## config.mk

```make
export PLATFORM = sky130hd
export DESIGN_NAME = ptif_master
export DESIGN_NICKNAME = d
export VERILOG_FILES = /design/src/rtl/ptif_pkg.sv /design/src/rtl/ptif_range_chk.sv /design/src/rtl/ptif_settle.sv /design/src/rtl/ptif_seq.sv /design/src/rtl/ptif_master.sv
export SDC_FILE = /design/constraint.sdc
export NUM_CORES = 1
export LEC_CHECK = 0
export ABC_AREA = 1
export ABC_CLOCK_PERIOD_IN_PS = 1800
export CORE_MARGIN = 4
export CORE_UTILIZATION = 44
export CTS_BUF_LIST = sky130_fd_sc_hd__clkbuf_8
export DETAILED_ROUTE_END_ITERATION = 12
export DONT_BUFFER_PORTS = 1
export GPL_TIMING_DRIVEN = 0
export PLACE_DENSITY_LB_ADDON = 0.15
export SKIP_CTS_REPAIR_TIMING = 1
export SLEW_MARGIN = 20
export SYNTH_ARGS = -nofsm -noshare
export SYNTH_HDL_FRONTEND = slang
export SYNTH_HIERARCHICAL = 1
export SYNTH_SLANG_ARGS = --single-unit
```

## constraint.sdc

```tcl
create_clock -name clk -period 1.8 [get_ports clk]
set_clock_uncertainty 0.1 [all_clocks]
set_input_delay 0.54 -clock clk [delete_from_list [all_inputs] [get_ports clk]]
set_output_delay 0.54 -clock clk [all_outputs]
set_load 0.02 [all_outputs]
```

## src/rtl/ptif_pkg.sv

```systemverilog
package ptif_pkg;

    localparam int unsigned AW = 8;
    localparam int unsigned DW = 8;

    // Ordered PHY-side steps; the order is the protocol.
    typedef enum logic [3:0] {
        STP_CLR_LO    = 4'd0,
        STP_CLK_UP    = 4'd1,
        STP_CODE_BUS  = 4'd2,
        STP_EN_UP     = 4'd3,
        STP_CLK_DOWN  = 4'd4,
        STP_EN_DOWN   = 4'd5,
        STP_CLK_PREP  = 4'd6,
        STP_DATA_BUS  = 4'd7,
        STP_CLK_LATCH = 4'd8
    } step_e;

    localparam int unsigned NUM_STEPS = 9;

    typedef enum logic {
        SQ_IDLE = 1'b0,
        SQ_RUN  = 1'b1
    } seq_state_e;

    typedef struct packed {
        logic          clk;
        logic          en;
        logic          clr;
        logic [DW-1:0] din;
    } pins_t;

    typedef struct packed {
        logic          write;
        logic [AW-1:0] addr;
        logic [DW-1:0] wdata;
    } req_t;

    // New PHY-side levels after performing one step.
    function automatic pins_t apply_step(step_e s, pins_t cur,
                                         logic [AW-1:0] code,
                                         logic [DW-1:0] data);
        pins_t nxt;
        nxt = cur;
        case (s)
            STP_CLR_LO:    nxt.clr = 1'b0;
            STP_CLK_UP:    nxt.clk = 1'b1;
            STP_CODE_BUS:  nxt.din = DW'(code);
            STP_EN_UP:     nxt.en  = 1'b1;
            STP_CLK_DOWN:  nxt.clk = 1'b0;
            STP_EN_DOWN:   nxt.en  = 1'b0;
            STP_CLK_PREP:  nxt.clk = 1'b0;
            STP_DATA_BUS:  nxt.din = data;
            STP_CLK_LATCH: nxt.clk = 1'b1;
            default:       nxt = cur;
        endcase
        return nxt;
    endfunction

endpackage

```

## src/rtl/ptif_range_chk.sv

```systemverilog
module ptif_range_chk #(
    parameter int unsigned AW       = 8,
    parameter int unsigned MAX_ADDR = 32'h97
) (
    input  logic [AW-1:0] addr,
    output logic          ok
);
    localparam logic [AW-1:0] LIMIT = AW'(MAX_ADDR);

    always_comb begin
        ok = (addr <= LIMIT);
    end
endmodule

```

## src/rtl/ptif_settle.sv

```systemverilog
module ptif_settle #(
    parameter int unsigned SETTLE_CYC = 100
) (
    input  logic clk,
    input  logic rst,
    input  logic load,
    output logic expired
);
    localparam int unsigned CW = (SETTLE_CYC < 2) ? 1 : $clog2(SETTLE_CYC + 1);
    localparam logic [CW-1:0] RELOAD = CW'(SETTLE_CYC);

    logic [CW-1:0] cnt_q;

    always_ff @(posedge clk) begin
        if (rst) begin
            cnt_q <= '0;
        end else if (load) begin
            cnt_q <= RELOAD;
        end else if (cnt_q != '0) begin
            cnt_q <= cnt_q - CW'(1);
        end
    end

    always_comb begin
        expired = (cnt_q == '0);
    end
endmodule

```

## src/rtl/ptif_seq.sv

```systemverilog
module ptif_seq
    import ptif_pkg::*;
(
    input  logic          clk,
    input  logic          rst,
    input  logic          req_valid,
    input  req_t          req,
    input  logic          addr_ok,
    input  logic          expired,
    input  logic [DW-1:0] phy_out,
    output logic          load,
    output pins_t         pins,
    output logic          busy,
    output logic          done,
    output logic          err,
    output logic [DW-1:0] rdata
);
    seq_state_e    state_q;
    step_e         step_q;
    step_e         step_nxt;
    req_t          hold_q;
    pins_t         pins_q;
    logic [DW-1:0] cap_q;
    logic [DW-1:0] data_sel;
    logic          accept;
    logic          advance;
    logic          last_step;

    always_comb begin
        accept    = (state_q == SQ_IDLE) && req_valid;
        last_step = (step_q == STP_CLK_LATCH);
        advance   = (state_q == SQ_RUN) && expired && !last_step;
        load      = (accept && addr_ok) || advance;
        step_nxt  = step_e'(4'(step_q) + 4'd1);
        data_sel  = hold_q.write ? hold_q.wdata : cap_q;
    end

    always_ff @(posedge clk) begin
        if (rst) begin
            state_q <= SQ_IDLE;
            step_q  <= STP_CLR_LO;
            hold_q  <= '0;
            pins_q  <= '0;
            cap_q   <= '0;
            busy    <= 1'b0;
            done    <= 1'b0;
            err     <= 1'b0;
            rdata   <= '0;
        end else begin
            done <= 1'b0;
            err  <= 1'b0;
            case (state_q)
                SQ_IDLE: begin
                    if (accept) begin
                        if (!addr_ok) begin
                            done <= 1'b1;
                            err  <= 1'b1;
                        end else begin
                            state_q <= SQ_RUN;
                            busy    <= 1'b1;
                            hold_q  <= req;
                            step_q  <= STP_CLR_LO;
                            pins_q  <= apply_step(STP_CLR_LO, pins_q, req.addr, req.wdata);
                        end
                    end
                end
                SQ_RUN: begin
                    if (expired) begin
                        if (last_step) begin
                            state_q <= SQ_IDLE;
                            busy    <= 1'b0;
                            done    <= 1'b1;
                            rdata   <= hold_q.write ? phy_out : cap_q;
                        end else begin
                            step_q <= step_nxt;
                            pins_q <= apply_step(step_nxt, pins_q, hold_q.addr, data_sel);
                            if (step_nxt == STP_CLK_PREP && !hold_q.write) begin
                                cap_q <= phy_out;
                            end
                        end
                    end
                end
                default: state_q <= SQ_IDLE;
            endcase
        end
    end

    always_comb begin
        pins = pins_q;
    end
endmodule

```

## src/rtl/ptif_master.sv

```systemverilog
module ptif_master
    import ptif_pkg::*;
#(
    parameter int unsigned SETTLE_CYC = 100,
    parameter int unsigned MAX_ADDR   = 32'h97
) (
    input  logic          clk,
    input  logic          rst,
    input  logic          req_valid,
    input  logic          req_write,
    input  logic [AW-1:0] req_addr,
    input  logic [DW-1:0] req_wdata,
    output logic          busy,
    output logic          done,
    output logic          err,
    output logic [DW-1:0] rdata,
    output logic          tst_clk,
    output logic          tst_clr,
    output logic          tst_en,
    output logic [DW-1:0] tst_din,
    input  logic [DW-1:0] tst_dout
);
    req_t  req;
    pins_t pins;
    logic  addr_ok;
    logic  load;
    logic  expired;

    always_comb begin
        req.write = req_write;
        req.addr  = req_addr;
        req.wdata = req_wdata;
    end

    ptif_range_chk #(
        .AW       (AW),
        .MAX_ADDR (MAX_ADDR)
    ) u_range (
        .addr (req_addr),
        .ok   (addr_ok)
    );

    ptif_settle #(
        .SETTLE_CYC (SETTLE_CYC)
    ) u_settle (
        .clk     (clk),
        .rst     (rst),
        .load    (load),
        .expired (expired)
    );

    ptif_seq u_seq (
        .clk       (clk),
        .rst       (rst),
        .req_valid (req_valid),
        .req       (req),
        .addr_ok   (addr_ok),
        .expired   (expired),
        .phy_out   (tst_dout),
        .load      (load),
        .pins      (pins),
        .busy      (busy),
        .done      (done),
        .err       (err),
        .rdata     (rdata)
    );

    always_comb begin
        tst_clk = pins.clk;
        tst_clr = pins.clr;
        tst_en  = pins.en;
        tst_din = pins.din;
    end
endmodule

```

==> impl_metrics.prom <==
# TYPE chip_impl_metric gauge
chip_impl_metric{name="area.growth.synth_to_final",unit="%"} 20.6
chip_impl_info{name="source_of_the_worst_hold_timing_path",value="rst"} 1
chip_impl_metric{name="placementRows",unit=""} 28
chip_impl_metric{name="cts_made_buffers",unit=""} 9
chip_impl_metric{name="die_area",unit="um^2"} 7360
chip_impl_metric{name="numClockSinks",unit=""} 58
chip_impl_metric{name="vias_per_cell",unit=""} 5.15
chip_impl_metric{name="ys_seq_area_share",unit="%"} 43.6
chip_impl_metric{name="timing.critical_path.fanout_max",unit=""} 8
chip_impl_info{name="mostFrequentLayoutCell",value="nand2_1"} 1
chip_impl_metric{name="place_area",unit="um^2"} 2770
chip_impl_metric{name="avgSynthCellArea",unit="um^2"} 7.27
chip_impl_metric{name="initial_utilization",unit="%"} 45.2
chip_impl_metric{name="dieWidth",unit="um"} 85.8
chip_impl_metric{name="drt_iter0_markers",unit=""} 134
chip_impl_metric{name="netlist-cell-type-count",unit=""} 31
chip_impl_metric{name="vias_in_the_first_global_route",unit=""} 2212
chip_impl_metric{name="detail_route.wl_per_cell",unit="um"} 14.1
chip_impl_metric{name="grt_max_degree",unit=""} 11
chip_impl_metric{name="clock_tree.htree_level_count",unit=""} 3
chip_impl_metric{name="timing.slew.headroom",unit="%"} 64.2
chip_impl_metric{name="period_share",unit="%"} 103
chip_impl_metric{name="timing.final.hold_violations",unit=""} 0
chip_impl_metric{name="final_cell_count_no_fill",unit=""} 470
chip_impl_info{name="mostFrequentLayoutCells",value="75 x nand2_1, 55 x dfxtp_1, 40 x nor2_1, 36 x o21ai_0, 30 x inv_1"} 1
chip_impl_metric{name="timing.final.setup_violations",unit=""} 8
chip_impl_metric{name="power_leakage",unit="nW"} 1.39
chip_impl_metric{name="yosys_register_bits",unit=""} 58
chip_impl_metric{name="place_worst_setup_slack",unit="ps"} -317
chip_impl_info{name="crit_path_top_delay_cell",value="dfxtp_2"} 1
chip_impl_metric{name="actual_transition_at_the_worst_max_transition_pin",unit="ps"} 537
chip_impl_metric{name="grt_util_all_layers",unit="%"} 18.4
chip_impl_metric{name="stdcell_area",unit="um^2"} 3210
chip_impl_metric{name="timing.critical_path.slowest_cell_delay",unit="ps"} 330
chip_impl_info{name="setup.worst_path.class",value="reg -> reg"} 1
chip_impl_metric{name="vdd_drop_max",unit="V"} 0.000808
chip_impl_metric{name="post_cts_clock_slew_at_the_launch_and_capture_registers_of_the_worst_setup_and_hold_paths",unit="ps"} 70
chip_impl_metric{name="place.detailed.instances",unit=""} 441
chip_impl_metric{name="overflow",unit=""} 0
chip_impl_metric{name="detailed_place_hpwl",unit="mm"} 4.52
chip_impl_info{name="status",value="finished with violations"} 1
chip_impl_info{name="startpoint",value="u_settle/cnt_q[0]"} 1
chip_impl_metric{name="power_density",unit="nW/um^2"} 1200
chip_impl_info{name="crit_path_cell_trace",value="inv_2 > ha_4 > inv_4 > nor2_4 > nand3_4 > inv_4 > nand2_4 > inv_6 > nand2_8 > nor2_4 > nand2_4 > nand2_2 > a21oi_2"} 1
chip_impl_metric{name="fin_tns_setup",unit="ps"} -414
chip_impl_metric{name="cp.depth",unit=""} 13
chip_impl_metric{name="place.gp.congestion",unit=""} 0.811
chip_impl_metric{name="cells_on_worst_reg2reg_path",unit=""} 13
chip_impl_metric{name="yosysTopAreaCellShare",unit="%"} 43.6
chip_impl_metric{name="yosys_warnings",unit=""} 6
chip_impl_metric{name="period_minus_slack",unit="ps"} 1860
chip_impl_info{name="cp-start-kind",value="flip-flop"} 1
chip_impl_metric{name="max_cap_viol_count",unit=""} 0
chip_impl_metric{name="timing_max_transition_violations_final",unit=""} 0
chip_impl_info{name="cts_tree",value="done"} 1
chip_impl_metric{name="final_layout_size_suffix_gt1_share",unit="%"} 22.5
chip_impl_metric{name="report.power.total",unit="mW"} 3.87
chip_impl_info{name="synth.largest_area_cell",value="dfxtp_1"} 1
chip_impl_metric{name="antenna_left",unit=""} 0
chip_impl_metric{name="detail_route.drc_violations",unit=""} 0
chip_impl_metric{name="mappedNetlistNets",unit=""} 401
chip_impl_metric{name="worst_ep_required_time",unit="ps"} 1900
chip_impl_metric{name="holdPathStages",unit=""} 1
chip_impl_metric{name="fp.coreArea",unit="um^2"} 5890
chip_impl_metric{name="clock.fmax",unit="GHz"} 0.538
chip_impl_metric{name="insertion_delay",unit="ps"} 330
chip_impl_metric{name="die_y",unit="um"} 85.8
chip_impl_metric{name="num_antenna_cells",unit=""} 0
chip_impl_info{name="r2r_start",value="u_settle/cnt_q[0]"} 1
chip_impl_metric{name="cts_max_path_buffers",unit=""} 2
chip_impl_metric{name="postSynthCellCount",unit=""} 366
chip_impl_metric{name="nets",unit=""} 426
chip_impl_info{name="synth.top_cells.by_area",value="dfxtp_1 44%, nand2_1 12%, o21ai_0 7.1%"} 1
chip_impl_info{name="rsz0062_at_grt",value="true"} 1
chip_impl_metric{name="grt_first_pass_wirelength",unit="mm"} 10.5
chip_impl_info{name="cp_endpoint_kind",value="flip-flop"} 1
chip_impl_metric{name="floorplan.io_pins",unit=""} 50
chip_impl_metric{name="timing.final.ws_setup",unit="ps"} -58.1
chip_impl_info{name="clockRootBuffer",value="clkbuf_8"} 1
chip_impl_metric{name="detail_route.first_pass.iterations",unit=""} 6
chip_impl_info{name="failed_checks",value="setup timing"} 1
chip_impl_metric{name="critical_path_buf_inv_count",unit=""} 4
chip_impl_info{name="cpLargestDelayFamily",value="simple AND/OR/NAND/NOR gates"} 1
chip_impl_metric{name="totalWireLength",unit="mm"} 6.65
chip_impl_metric{name="critPathArrivalTime",unit="ps"} 1950
chip_impl_metric{name="vias",unit=""} 2420
chip_impl_info{name="min_path_type",value="in -> reg"} 1
chip_impl_metric{name="place.port_buffers",unit=""} 0
chip_impl_metric{name="antenna_found_initial",unit=""} 1
chip_impl_metric{name="mappedNetlistArea",unit="um^2"} 2660
registers in the layout, summed over array words and instances (netlist names), 4 cells and up:
name	count
u_seq/cap_q	8
u_seq/hold_q	17
u_seq/pins	10
u_seq/rdata	8
u_seq/step_q	4
u_settle/cnt_q	7
path summary, 6_finish.rpt:
check / slack, ps / end
worst max-delay path: -60 / u_seq/cap_q[6]
worst min-delay path: 170 / u_settle/cnt_q[2]
worst max register to register: -60 / u_seq/cap_q[6]
worst min register to register: 350 / u_seq/hold_q[4]
cell families after synthesis:
group,share of synthesized area [%]
AND/OR/NAND/NOR,27.2
AO/OA/AOI/OAI,16.5
flip-flops,43.6
buffers and inverters,8.55
adder cells (fa/ha/maj),3.29
XOR/XNOR,0.658
other,0.141
area by class of cell:
type / instances / area, um^2
Inverter: 40 / 164
Multi-Input combinational cell: 255 / 1400
Buffer: 13 / 77.6
Tap cell: 75 / 93.8
Clock buffer: 12 / 165
Timing Repair Buffer: 14 / 105
Fill cell: 585 / 2670
Clock inverter: 3 / 38.8
Sequential cell: 58 / 1170
cell usage after synthesis:
library cell,n
clkbuf_1,4
nand4_2,1
conb_1,1
o21ai_0,38
xor2_1,2
o21ai_1,1
buf_2,5
inv_1,36
nand3_1,14
buf_4,3
o211ai_1,1
nand2_1,83
nand2_2,7
a21oi_2,1
nor2_4,2
nor2_1,41
buf_1,1
a21o_1,1
nand2_4,2
nand3_4,1
a31oi_1,9
nor3_1,5
dfxtp_1,58
or2_1,1
nand3_2,2
buf_6,1
nor2_2,3
inv_2,4
ha_1,7
a21oi_1,27
a211oi_1,4
metrics by stage:
step	utilization [%]	hold slack (ps)
finish	54.6	170
global route	54.6	152
CTS	50.6	157
detailed placement	47.1	339
global placement	47.1	333
floorplan	-	324
where the power goes:
group	total (mW)	switching (mW)	internal, mW
clock	1.23	0.496	0.738
combinational	1.06	0.611	0.450
sequential	1.57	0.146	1.43
per-layer routing:
layer | share of wire (%) | global-route usage (%) | vias up
met2 | 48 | 29.0 | 48
met1 | 44 | 22.9 | 1120
li1 | - | - | 1234
met4 | 2.2 | 9.21 | 2
met3 | 4.9 | 5.48 | 16
met5 | 0.20 | 0 | -
No activity file was read; power rests on OpenSTA's default activity.
